File: src/rtl/usb_evt_pkg.sv
package usb_evt_pkg;
  typedef enum logic [1:0] {
    LS_SE0 = 2'b00,
    LS_J   = 2'b01,
    LS_K   = 2'b10,
    LS_SE1 = 2'b11
  } line_e;

  localparam logic [1:0] NODE_SUSPEND = 2'b11;

  localparam int NUM_EVT  = 5;
  localparam int EV_RESET = 0;
  localparam int EV_IDLE3 = 1;
  localparam int EV_IDLE5 = 2;
  localparam int EV_RESUM = 3;
  localparam int EV_EOP   = 4;
endpackage

File: src/rtl/usb_idle_timer.sv
module usb_idle_timer #(
  parameter int IDLE3_TICKS = 3000,
  parameter int IDLE5_TICKS = 5000
) (
  input  logic clk_i,
  input  logic rst_ni,
  input  logic idle_i,
  input  logic tick_i,
  output logic s3_hit_o,
  output logic s5_hit_o
);
  localparam int W = $clog2(IDLE5_TICKS + 1);
  localparam logic [W-1:0] LIM3 = W'(IDLE3_TICKS - 1);
  localparam logic [W-1:0] LIM5 = W'(IDLE5_TICKS - 1);
  localparam logic [W-1:0] SAT  = W'(IDLE5_TICKS);

  logic [W-1:0] cnt_q;
  logic         step;

  assign step     = idle_i && tick_i && (cnt_q != SAT);
  assign s3_hit_o = step && (cnt_q == LIM3);
  assign s5_hit_o = step && (cnt_q == LIM5);

  always_ff @(posedge clk_i or negedge rst_ni) begin
    if (!rst_ni)      cnt_q <= '0;
    else if (!idle_i) cnt_q <= '0;
    else if (step)    cnt_q <= cnt_q + 1'b1;
  end

  p_idle_bound_r4: assert property (@(posedge clk_i) disable iff (!rst_ni)
    cnt_q <= SAT);
  p_idle_once_r4: assert property (@(posedge clk_i) disable iff (!rst_ni)
    s3_hit_o |=> !s3_hit_o);
  p_idle_break_r4: assert property (@(posedge clk_i) disable iff (!rst_ni)
    !idle_i |=> cnt_q == '0);
endmodule

File: src/rtl/usb_se0_timer.sv
module usb_se0_timer #(
  parameter int RESET_CYC = 125,
  parameter int EOP_CYC   = 8
) (
  input  logic       clk_i,
  input  logic       rst_ni,
  input  logic [1:0] line_i,
  output logic       rst_hit_o,
  output logic       eop_hit_o
);
  import usb_evt_pkg::*;

  localparam int W = $clog2(RESET_CYC + 1);
  localparam logic [W-1:0] LIMR = W'(RESET_CYC - 1);
  localparam logic [W-1:0] SAT  = W'(RESET_CYC);
  localparam logic [W-1:0] EMIN = W'(EOP_CYC);

  logic [W-1:0] run_q;
  logic         is_se0;

  assign is_se0    = (line_i == LS_SE0);
  assign rst_hit_o = is_se0 && (run_q == LIMR);
  // run_q still holds the length of the SE0 run that just ended
  assign eop_hit_o = (line_i == LS_J) && (run_q >= EMIN);

  always_ff @(posedge clk_i or negedge rst_ni) begin
    if (!rst_ni)          run_q <= '0;
    else if (!is_se0)     run_q <= '0;
    else if (run_q != SAT) run_q <= run_q + 1'b1;
  end

  p_rst_on_se0_r5: assert property (@(posedge clk_i) disable iff (!rst_ni)
    rst_hit_o |-> $past(line_i) == LS_SE0 || run_q == '0);
  p_eop_after_se0_r7: assert property (@(posedge clk_i) disable iff (!rst_ni)
    eop_hit_o |-> $past(line_i) == LS_SE0);
  p_run_bound_r5: assert property (@(posedge clk_i) disable iff (!rst_ni)
    run_q <= SAT);
endmodule

File: src/rtl/usb_evt_flags.sv
module usb_evt_flags #(
  parameter int N = 5
) (
  input  logic         clk_i,
  input  logic         rst_ni,
  input  logic [N-1:0] hit_i,
  input  logic         rd_i,
  input  logic [N-1:0] mask_i,
  output logic [N-1:0] flags_o,
  output logic         alt_o
);
  logic [N-1:0] flag_q;

  for (genvar i = 0; i < N; i++) begin : g_flag
    always_ff @(posedge clk_i or negedge rst_ni) begin
      if (!rst_ni)       flag_q[i] <= 1'b0;
      else if (hit_i[i]) flag_q[i] <= 1'b1;  // set wins over clear-on-read
      else if (rd_i)     flag_q[i] <= 1'b0;
    end
  end

  assign flags_o = flag_q;
  assign alt_o   = |(flag_q & mask_i);

  p_rd_clear_r8: assert property (@(posedge clk_i) disable iff (!rst_ni)
    rd_i && hit_i == '0 |=> flag_q == '0);
  p_set_kept_r9: assert property (@(posedge clk_i) disable iff (!rst_ni)
    hit_i != '0 |=> (flag_q & $past(hit_i)) == $past(hit_i));
  p_alt_quiet_r10: assert property (@(posedge clk_i) disable iff (!rst_ni)
    flag_q == '0 |-> !alt_o);
endmodule

File: src/rtl/usb_bus_evt.sv
module usb_bus_evt #(
  parameter int IDLE3_TICKS = 3000,
  parameter int IDLE5_TICKS = 5000,
  parameter int RESET_CYC   = 125,
  parameter int EOP_CYC     = 8
) (
  input  logic       clk_i,
  input  logic       rst_ni,
  input  logic [1:0] line_i,
  input  logic       tick_i,
  input  logic [1:0] node_state_i,
  input  logic       rd_i,
  input  logic [4:0] mask_i,
  output logic [4:0] evt_o,
  output logic       alt_o
);
  import usb_evt_pkg::*;

  logic [NUM_EVT-1:0] hit;
  logic s3_hit, s5_hit, rst_hit, eop_hit, res_hit;

  usb_idle_timer #(.IDLE3_TICKS(IDLE3_TICKS), .IDLE5_TICKS(IDLE5_TICKS)) u_idle (
    .clk_i    (clk_i),
    .rst_ni   (rst_ni),
    .idle_i   (line_i == LS_J),
    .tick_i   (tick_i),
    .s3_hit_o (s3_hit),
    .s5_hit_o (s5_hit)
  );

  usb_se0_timer #(.RESET_CYC(RESET_CYC), .EOP_CYC(EOP_CYC)) u_se0 (
    .clk_i     (clk_i),
    .rst_ni    (rst_ni),
    .line_i    (line_i),
    .rst_hit_o (rst_hit),
    .eop_hit_o (eop_hit)
  );

  assign res_hit = (node_state_i == NODE_SUSPEND) && (line_i != LS_J);

  always_comb begin
    hit           = '0;
    hit[EV_RESET] = rst_hit;
    hit[EV_IDLE3] = s3_hit;
    hit[EV_IDLE5] = s5_hit;
    hit[EV_RESUM] = res_hit;
    hit[EV_EOP]   = eop_hit;
  end

  usb_evt_flags #(.N(NUM_EVT)) u_flags (
    .clk_i   (clk_i),
    .rst_ni  (rst_ni),
    .hit_i   (hit),
    .rd_i    (rd_i),
    .mask_i  (mask_i),
    .flags_o (evt_o),
    .alt_o   (alt_o)
  );

  p_resume_gate_r6: assert property (@(posedge clk_i) disable iff (!rst_ni)
    $rose(evt_o[EV_RESUM]) |-> $past(node_state_i) == NODE_SUSPEND);
  p_idle_order_r3: assert property (@(posedge clk_i) disable iff (!rst_ni)
    $rose(evt_o[EV_IDLE5]) |-> $past(line_i) == LS_J);
endmodule

File: config.mk
export PLATFORM = sky130hd
export DESIGN_NAME = usb_bus_evt
export DESIGN_NICKNAME = d
export VERILOG_FILES = /design/src/rtl/usb_evt_pkg.sv /design/src/rtl/usb_idle_timer.sv /design/src/rtl/usb_se0_timer.sv /design/src/rtl/usb_evt_flags.sv /design/src/rtl/usb_bus_evt.sv
export SDC_FILE = /design/constraint.sdc
export NUM_CORES = 1
export LEC_CHECK = 0
export BUFFER_PORTS_ARGS = -buffer_cell sky130_fd_sc_hd__buf_2
export CAP_MARGIN = 25
export CORE_UTILIZATION = 55
export CTS_CLUSTER_SIZE = 30
export DETAILED_ROUTE_END_ITERATION = 10
export GPL_TIMING_DRIVEN = 0
export MAX_ROUTING_LAYER = met4
export PLACE_DENSITY = 0.88
export SLEW_MARGIN = 0
export SYNTH_ARGS = -nofsm -noshare
export SYNTH_HDL_FRONTEND = slang
export SYNTH_SLANG_ARGS = --single-unit
File: constraint.sdc
create_clock -name clk_i -period 4.93 [get_ports clk_i]
set_input_delay 0.493 -clock clk_i [delete_from_list [all_inputs] [get_ports clk_i]]
set_output_delay 0.493 -clock clk_i [all_outputs]
set_load 0.01 [all_outputs]
**Word level (Yosys, flattened, before mapping)**

Cells that the tools add are included.

- Bits of input ports: 13
- Bits in registers: 25
- Word-level logic and storage cells: 45
- Output and inout bits: 6

- Bitwise logic cells: 1
- $lt $le $gt $ge: 1
- Muxes and demuxes: 10
- Reduce and logical (&&, ||, !) cells: 14
- Eq/ne operators: 10
- $add $sub $neg: 2

Operators by type and width:

| cell | number |
|---|---|
| $mux W13 | 2 |
| $mux W7 | 2 |
| $add A13 B1 Y13 const B | 1 |
| $eq A13 B12 Y1 const B | 1 |
| $eq A13 B13 Y1 const B | 1 |
| $ne A13 B13 Y1 const B | 1 |
| $reduce_bool A2 Y1 | 5 |
| $add A7 B1 Y7 const B | 1 |
| $eq A7 B7 Y1 const B | 1 |
| $ge A7 B4 Y1 const B | 1 |
| $logic_and A1 B1 Y1 | 7 |
| $ne A7 B7 Y1 const B | 1 |
| $mux W1 | 6 |
| $and A5 B5 Y5 | 1 |
| $reduce_or A5 Y1 | 1 |
| $ne A2 B2 Y1 const B | 2 |
| $eq A2 B1 Y1 const B | 1 |
| $eq A2 B2 Y1 const B | 1 |
| $logic_not A2 Y1 | 1 |
| $ne A2 B1 Y1 const B | 1 |

**Longest topological paths before layout**

- Word-level depth: 5
- Mapped depth: 6
- Depth with buffers taken out: 6

**By module**

Synthesis repeated with hierarchy kept, for this count alone.

- Cells, all modules: 142
- Area, all modules: 1405.1 um^2

By module, submodules not included:

| module | cells each | instances | area an instance (um^2) | sequential area each (um^2) |
|---|---|---|---|---|
| usb_idle_timer | 81 | 1 | 779.5 | 325.3 |
| usb_se0_timer | 44 | 1 | 412.9 | 175.2 |
| usb_evt_flags | 14 | 1 | 188.9 | 125.1 |
| usb_bus_evt | 3 | 1 | 23.8 | 0.0 |

**Worst setup path before layout**

OpenSTA, ideal clock, no wires.

- Path kind: register -> register
- Start point: register u_idle.cnt_q[5]
- End point: register u_idle.cnt_q[0]
- Data arrival time: 1510 ps
- Buffers on the path: 0
- Path slack: 3288 ps
- Stages on the path, launching flop included: 5
- Cell sequence: dfrtp_1 > or4b_4 > o41ai_4 > xnor2_1 > nor2_1

- Word-level cells in the longest chain between the ends: 3

RTL lines:

| element | RTL line | RTL |
|---|---|---|
| start, declared | usb_idle_timer.sv:17 | `logic [W-1:0] cnt_q;` |
| start signal, assigned | usb_idle_timer.sv:27 | `else if (step) cnt_q <= cnt_q + 1'b1;` |
| $ne A13 B13 Y1 | usb_idle_timer.sv:20 | `assign step = idle_i && tick_i && (cnt_q != SAT);` |
| $logic_and A1 B1 Y1 | usb_idle_timer.sv:20 |  |
| $ne A2 B2 Y1 (no line) | - |  |

Every way passes these cells.
A chain may end at the register's enable or synchronous reset.

**Worst setup path in the final report**

- Start point: register u_flags.flag_q[0], in the netlist u_flags.flags_o[0]
- End point: output port alt_o

- Word-level cells in the longest chain between the ends: 2

RTL lines:

| element | RTL line | RTL |
|---|---|---|
| start, declared | usb_evt_flags.sv:12 | `logic [N-1:0] flag_q;` |
| start signal, assigned by index | usb_evt_flags.sv:16 | `if (!rst_ni) flag_q[i] <= 1'b0;` |
| start signal, assigned by index | usb_evt_flags.sv:17 | `else if (hit_i[i]) flag_q[i] <= 1'b1;` |
| start signal, assigned by index | usb_evt_flags.sv:18 | `else if (rd_i) flag_q[i] <= 1'b0;` |
| $and A5 B5 Y5 | usb_evt_flags.sv:23 | `assign alt_o = \|(flag_q & mask_i);` |
| $reduce_or A5 Y1 | usb_evt_flags.sv:23 |  |
| end, declared | usb_bus_evt.sv:15 | `output logic alt_o` |

Every way passes these cells.

==> impl_table.tex <==
\begin{tabular}{lr}
\hline
Metric & Value \\
\hline
\multicolumn{2}{l}{\textbf{Run status}} \\
Result of the run & complete, no violations \\
\multicolumn{2}{l}{\textbf{Job}} \\
Reported max-cap violation count & 0 \\
\multicolumn{2}{l}{\textbf{STA}} \\
Unrepaired setup endpoints after global routing & no \\
Final setup TNS & 0 ns \\
Final worst path period need & 1.78 ns \\
Tcrit/Tclk final & 36.1\% \\
Maximum clock frequency & 562 MHz \\
Worst slew margin relative to its limit & 64.4\% \\
Final number of hold-violating endpoints & 0 \\
Transition time of the tightest slew-check pin & $\sim$0.53 ns \\
Total count of max-transition violations in the final report & 0 \\
Worst Skew & $\sim$0.0037 ns \\
Final setup violation count & 0 \\
\multicolumn{2}{l}{\textbf{Layout}} \\
Number of inserted diodes & 0 \\
Share of layout cells above drive strength 1 & around 16\% \\
Most frequent cells in the layout & 25 x sky130\_fd\_sc\_hd\_\_dfrtp\_1, 18 x sky130\_fd\_sc\_hd\_\_buf\_2, 13 x sky130\_fd\_sc\_hd\_\_nor2\_1 \\
Fill count & 177 \\
Final core utilization & 65.7\% \\
Leading cell type in the layout, fill and taps excluded & sky130\_fd\_sc\_hd\_\_dfrtp\_1 \\
Sequential cell area & 626 µm² \\
Post-route cell area & roughly 0.0015 mm² \\
P\&R area growth vs syn & 11.5\% \\
Nets@finish & 177 \\
Multi-input combinational cell area & 648 µm² \\
\multicolumn{2}{l}{\textbf{Clock network}} \\
H-tree levels & 1 \\
Number of instances resized during post-cts repair & 0 \\
Worst-Skew Late Latency & 0.32 ns \\
Clock input transition at the sequential cells of the worst setup and hold paths & 0.12 ns \\
Post-CTS Setup Bufs & 0 \\
CTS buffer count & 3 \\
CTS Root Buffer Type & sky130\_fd\_sc\_hd\_\_clkbuf\_4 \\
CTS tree & done \\
Quantity of hold-fixing buffers added after cts & 0 \\
Buffer levels on the longest clock path & 2 \\
Sink Count & 25 \\
\multicolumn{2}{l}{\textbf{Synthesis}} \\
Unique masters post-synth & 31 \\
Post-synthesis sequential element count & 25 \\
Top post-synthesis cells by area & sky130\_fd\_sc\_hd\_\_dfrtp\_1 48\%, sky130\_fd\_sc\_hd\_\_xnor2\_1 5.3\%, sky130\_fd\_sc\_hd\_\_ha\_1 4.8\% \\
Proportion of netlist area held by the largest area contributor & 47.6\% \\
Part of the Yosys area used for sequential elements & 47.6\% \\
Syn nets & about 150 \\
Gate count of the mapped netlist & $\sim$140 \\
Synthesized area & 0.00132 mm² \\
Cell type with the highest aggregate area in the netlist & sky130\_fd\_sc\_hd\_\_dfrtp\_1 \\
Mean Syn Cell Area & 9.67 µm² \\
Warnings from Yosys & 0 \\
\multicolumn{2}{l}{\textbf{Die}} \\
Total Die Area & 0.00259 mm² \\
Overall die height & 50.9 µm \\
Std-Cell Core Area & 0.00223 mm² \\
Initial cell density of the core & 58.9\% \\
I/O pin total & 19 \\
Rows & 17 \\
Die width & around 51 µm \\
\multicolumn{2}{l}{\textbf{Route}} \\
Count of antenna-violating nets left after detailed routing & 0 \\
First-iteration detailed-routing DRC count & 42 \\
Wirelength per Cell & around 14 µm \\
Drt total wl & 2600 µm \\
Detailed-route via count & 1129 \\
Routed vias/inst & 6.07 \\
Top routing layer used & met4 \\
Drt pass-1 iters & 4 \\
DRC Markers & 0 \\
Detailed-route wire length on metal 1 & 1200 µm \\
Wire length on met3 & 133 µm \\
Met2 wire length & 1220 µm \\
\multicolumn{2}{l}{\textbf{Setup path}} \\
Maximum net fanout on the critical path & 3 \\
Critical Path End Type & output pin \\
Kind of critical path & reg -> out \\
Critical path data arrival time & 1.29 ns \\
Worst EP required & between 4 and 5 ns \\
Startpoint Class & flip-flop \\
\multicolumn{2}{l}{\textbf{Global route}} \\
Global-route usage over all layers & 24.5\% \\
Antenna violations before repair & 0 \\
Wire length of the first global-routing pass & roughly 4600 µm \\
Grt total ovfl & 0 \\
Vias in the first global route & 1039 \\
Pin count of the biggest net entering global routing & 26 \\
\multicolumn{2}{l}{\textbf{Pwr}} \\
Static Leakage & about 0.62 nW \\
Power per cell area & 220 mW/mm² \\
Max IR drop VDD & $\sim$0.14 mV \\
\multicolumn{2}{l}{\textbf{Place}} \\
Routability Congestion & 0.934 \\
IO buf count & 18 \\
Placed inst area & about 0.0014 mm² \\
Dpl hpwl & around 1900 µm \\
\multicolumn{2}{l}{\textbf{Worst hold path}} \\
Path category of the worst min-delay check & in -> async \\
\hline
\end{tabular}
-- power breakdown --
group          total, mW  internal [mW]  switching (mW)
Clock             0.0889         0.0317          0.0572
Sequential         0.209          0.207         0.00212
Combinational     0.0247        0.00950          0.0152
Total              0.323          0.248          0.0745
-- critical path, cell delays in order, from the launching register on --
cell and delay (ns):
sky130_fd_sc_hd__dfrtp_1 0.42, sky130_fd_sc_hd__a222oi_1 0.34, sky130_fd_sc_hd__nand2_1 0.07, sky130_fd_sc_hd__buf_2 0.14
-- cells in the mapped netlist, drive strengths merged --
cell type	instances
dfrtp	25
nor2	13
inv	10
nand2	9
nand4	8
xnor2	8
a21oi	7
nand3	7
o21ai	6
ha	5
nor3	4
o22ai	4
a31oi	3
and3	3
nor4	3
xor2	3
nand4b	2
or2	2
or3	2
a2111oi	1
a211o	1
a211oi	1
a222oi	1
a22oi	1
and4	1
clkbuf	1
nand2b	1
nand3b	1
nor2b	1
o41ai	1
or4b	1
-- registers in the layout, indices dropped and copies added (netlist names) --
signal / flops
u_idle.cnt_q: 13
u_se0.run_q: 7
u_flags.flags_o: 5
-- area by class of cell --
cell class / instances / area share (%)
sequential: 25 / 42.7
timing repair buffer: 18 / 6.14
inverter: 10 / 2.56
buffer: 1 / 0.256
tap: 28 / 2.39
clock buffer: 4 / 1.79
multi-input combinational: 100 / 44.2
-- through the flow --
step,hold slack (ns),total power [mW],instances,setup WS [ns]
2_1_floorplan,0.197,0.224,136,3.29
6_report,0.134,0.323,186,3.15
3_5_place_dp,0.513,0.238,182,3.19
5_1_grt,0.160,0.338,186,3.05
4_1_cts,0.156,0.327,186,3.13
3_3_place_gp,0.501,0.237,182,3.19
-- final timing paths --
kind                                                startpoint                              to  slack [ns]  cells after the start
worst min register to register  u_flags.flags_o[1]$_DFFE_PN0P_  u_flags.flags_o[1]$_DFFE_PN0P_        0.55                      2
worst max register to register     u_idle.cnt_q[4]$_DFFE_PN0P_     u_idle.cnt_q[0]$_DFFE_PN0P_        3.17                      4
min in group clk_i                                        rd_i  u_flags.flags_o[1]$_DFFE_PN0P_        0.42                      2
worst min-delay path                                    rst_ni      u_se0.run_q[3]$_DFFE_PN0P_        0.13                      1
max in group asynchronous                               rst_ni     u_idle.cnt_q[5]$_DFFE_PN0P_        4.44                      1
worst max-delay path            u_flags.flags_o[0]$_DFFE_PN0P_                           alt_o        3.15                      3
-- cell families after synthesis --
| group | count (synthesis) | synth area share [%] |
|---|---|---|
| AO/OA/AOI/OAI | 26 | 13.6 |
| XOR/XNOR | 11 | 7.33 |
| adder cells (fa/ha/maj) | 5 | 4.76 |
| buffers and inverters | 11 | 3.14 |
| flip-flops | 25 | 47.6 |
| AND/OR/NAND/NOR | 58 | 23.6 |
-- metal layers --
metal,vias to the layer above,GRT usage (%)
met5,-,-
met4,0,10.2
met3,7,4.76
met2,50,38.4
met1,532,31.3
li1,540,-
Note: power is estimated with default switching activity, not from simulation.
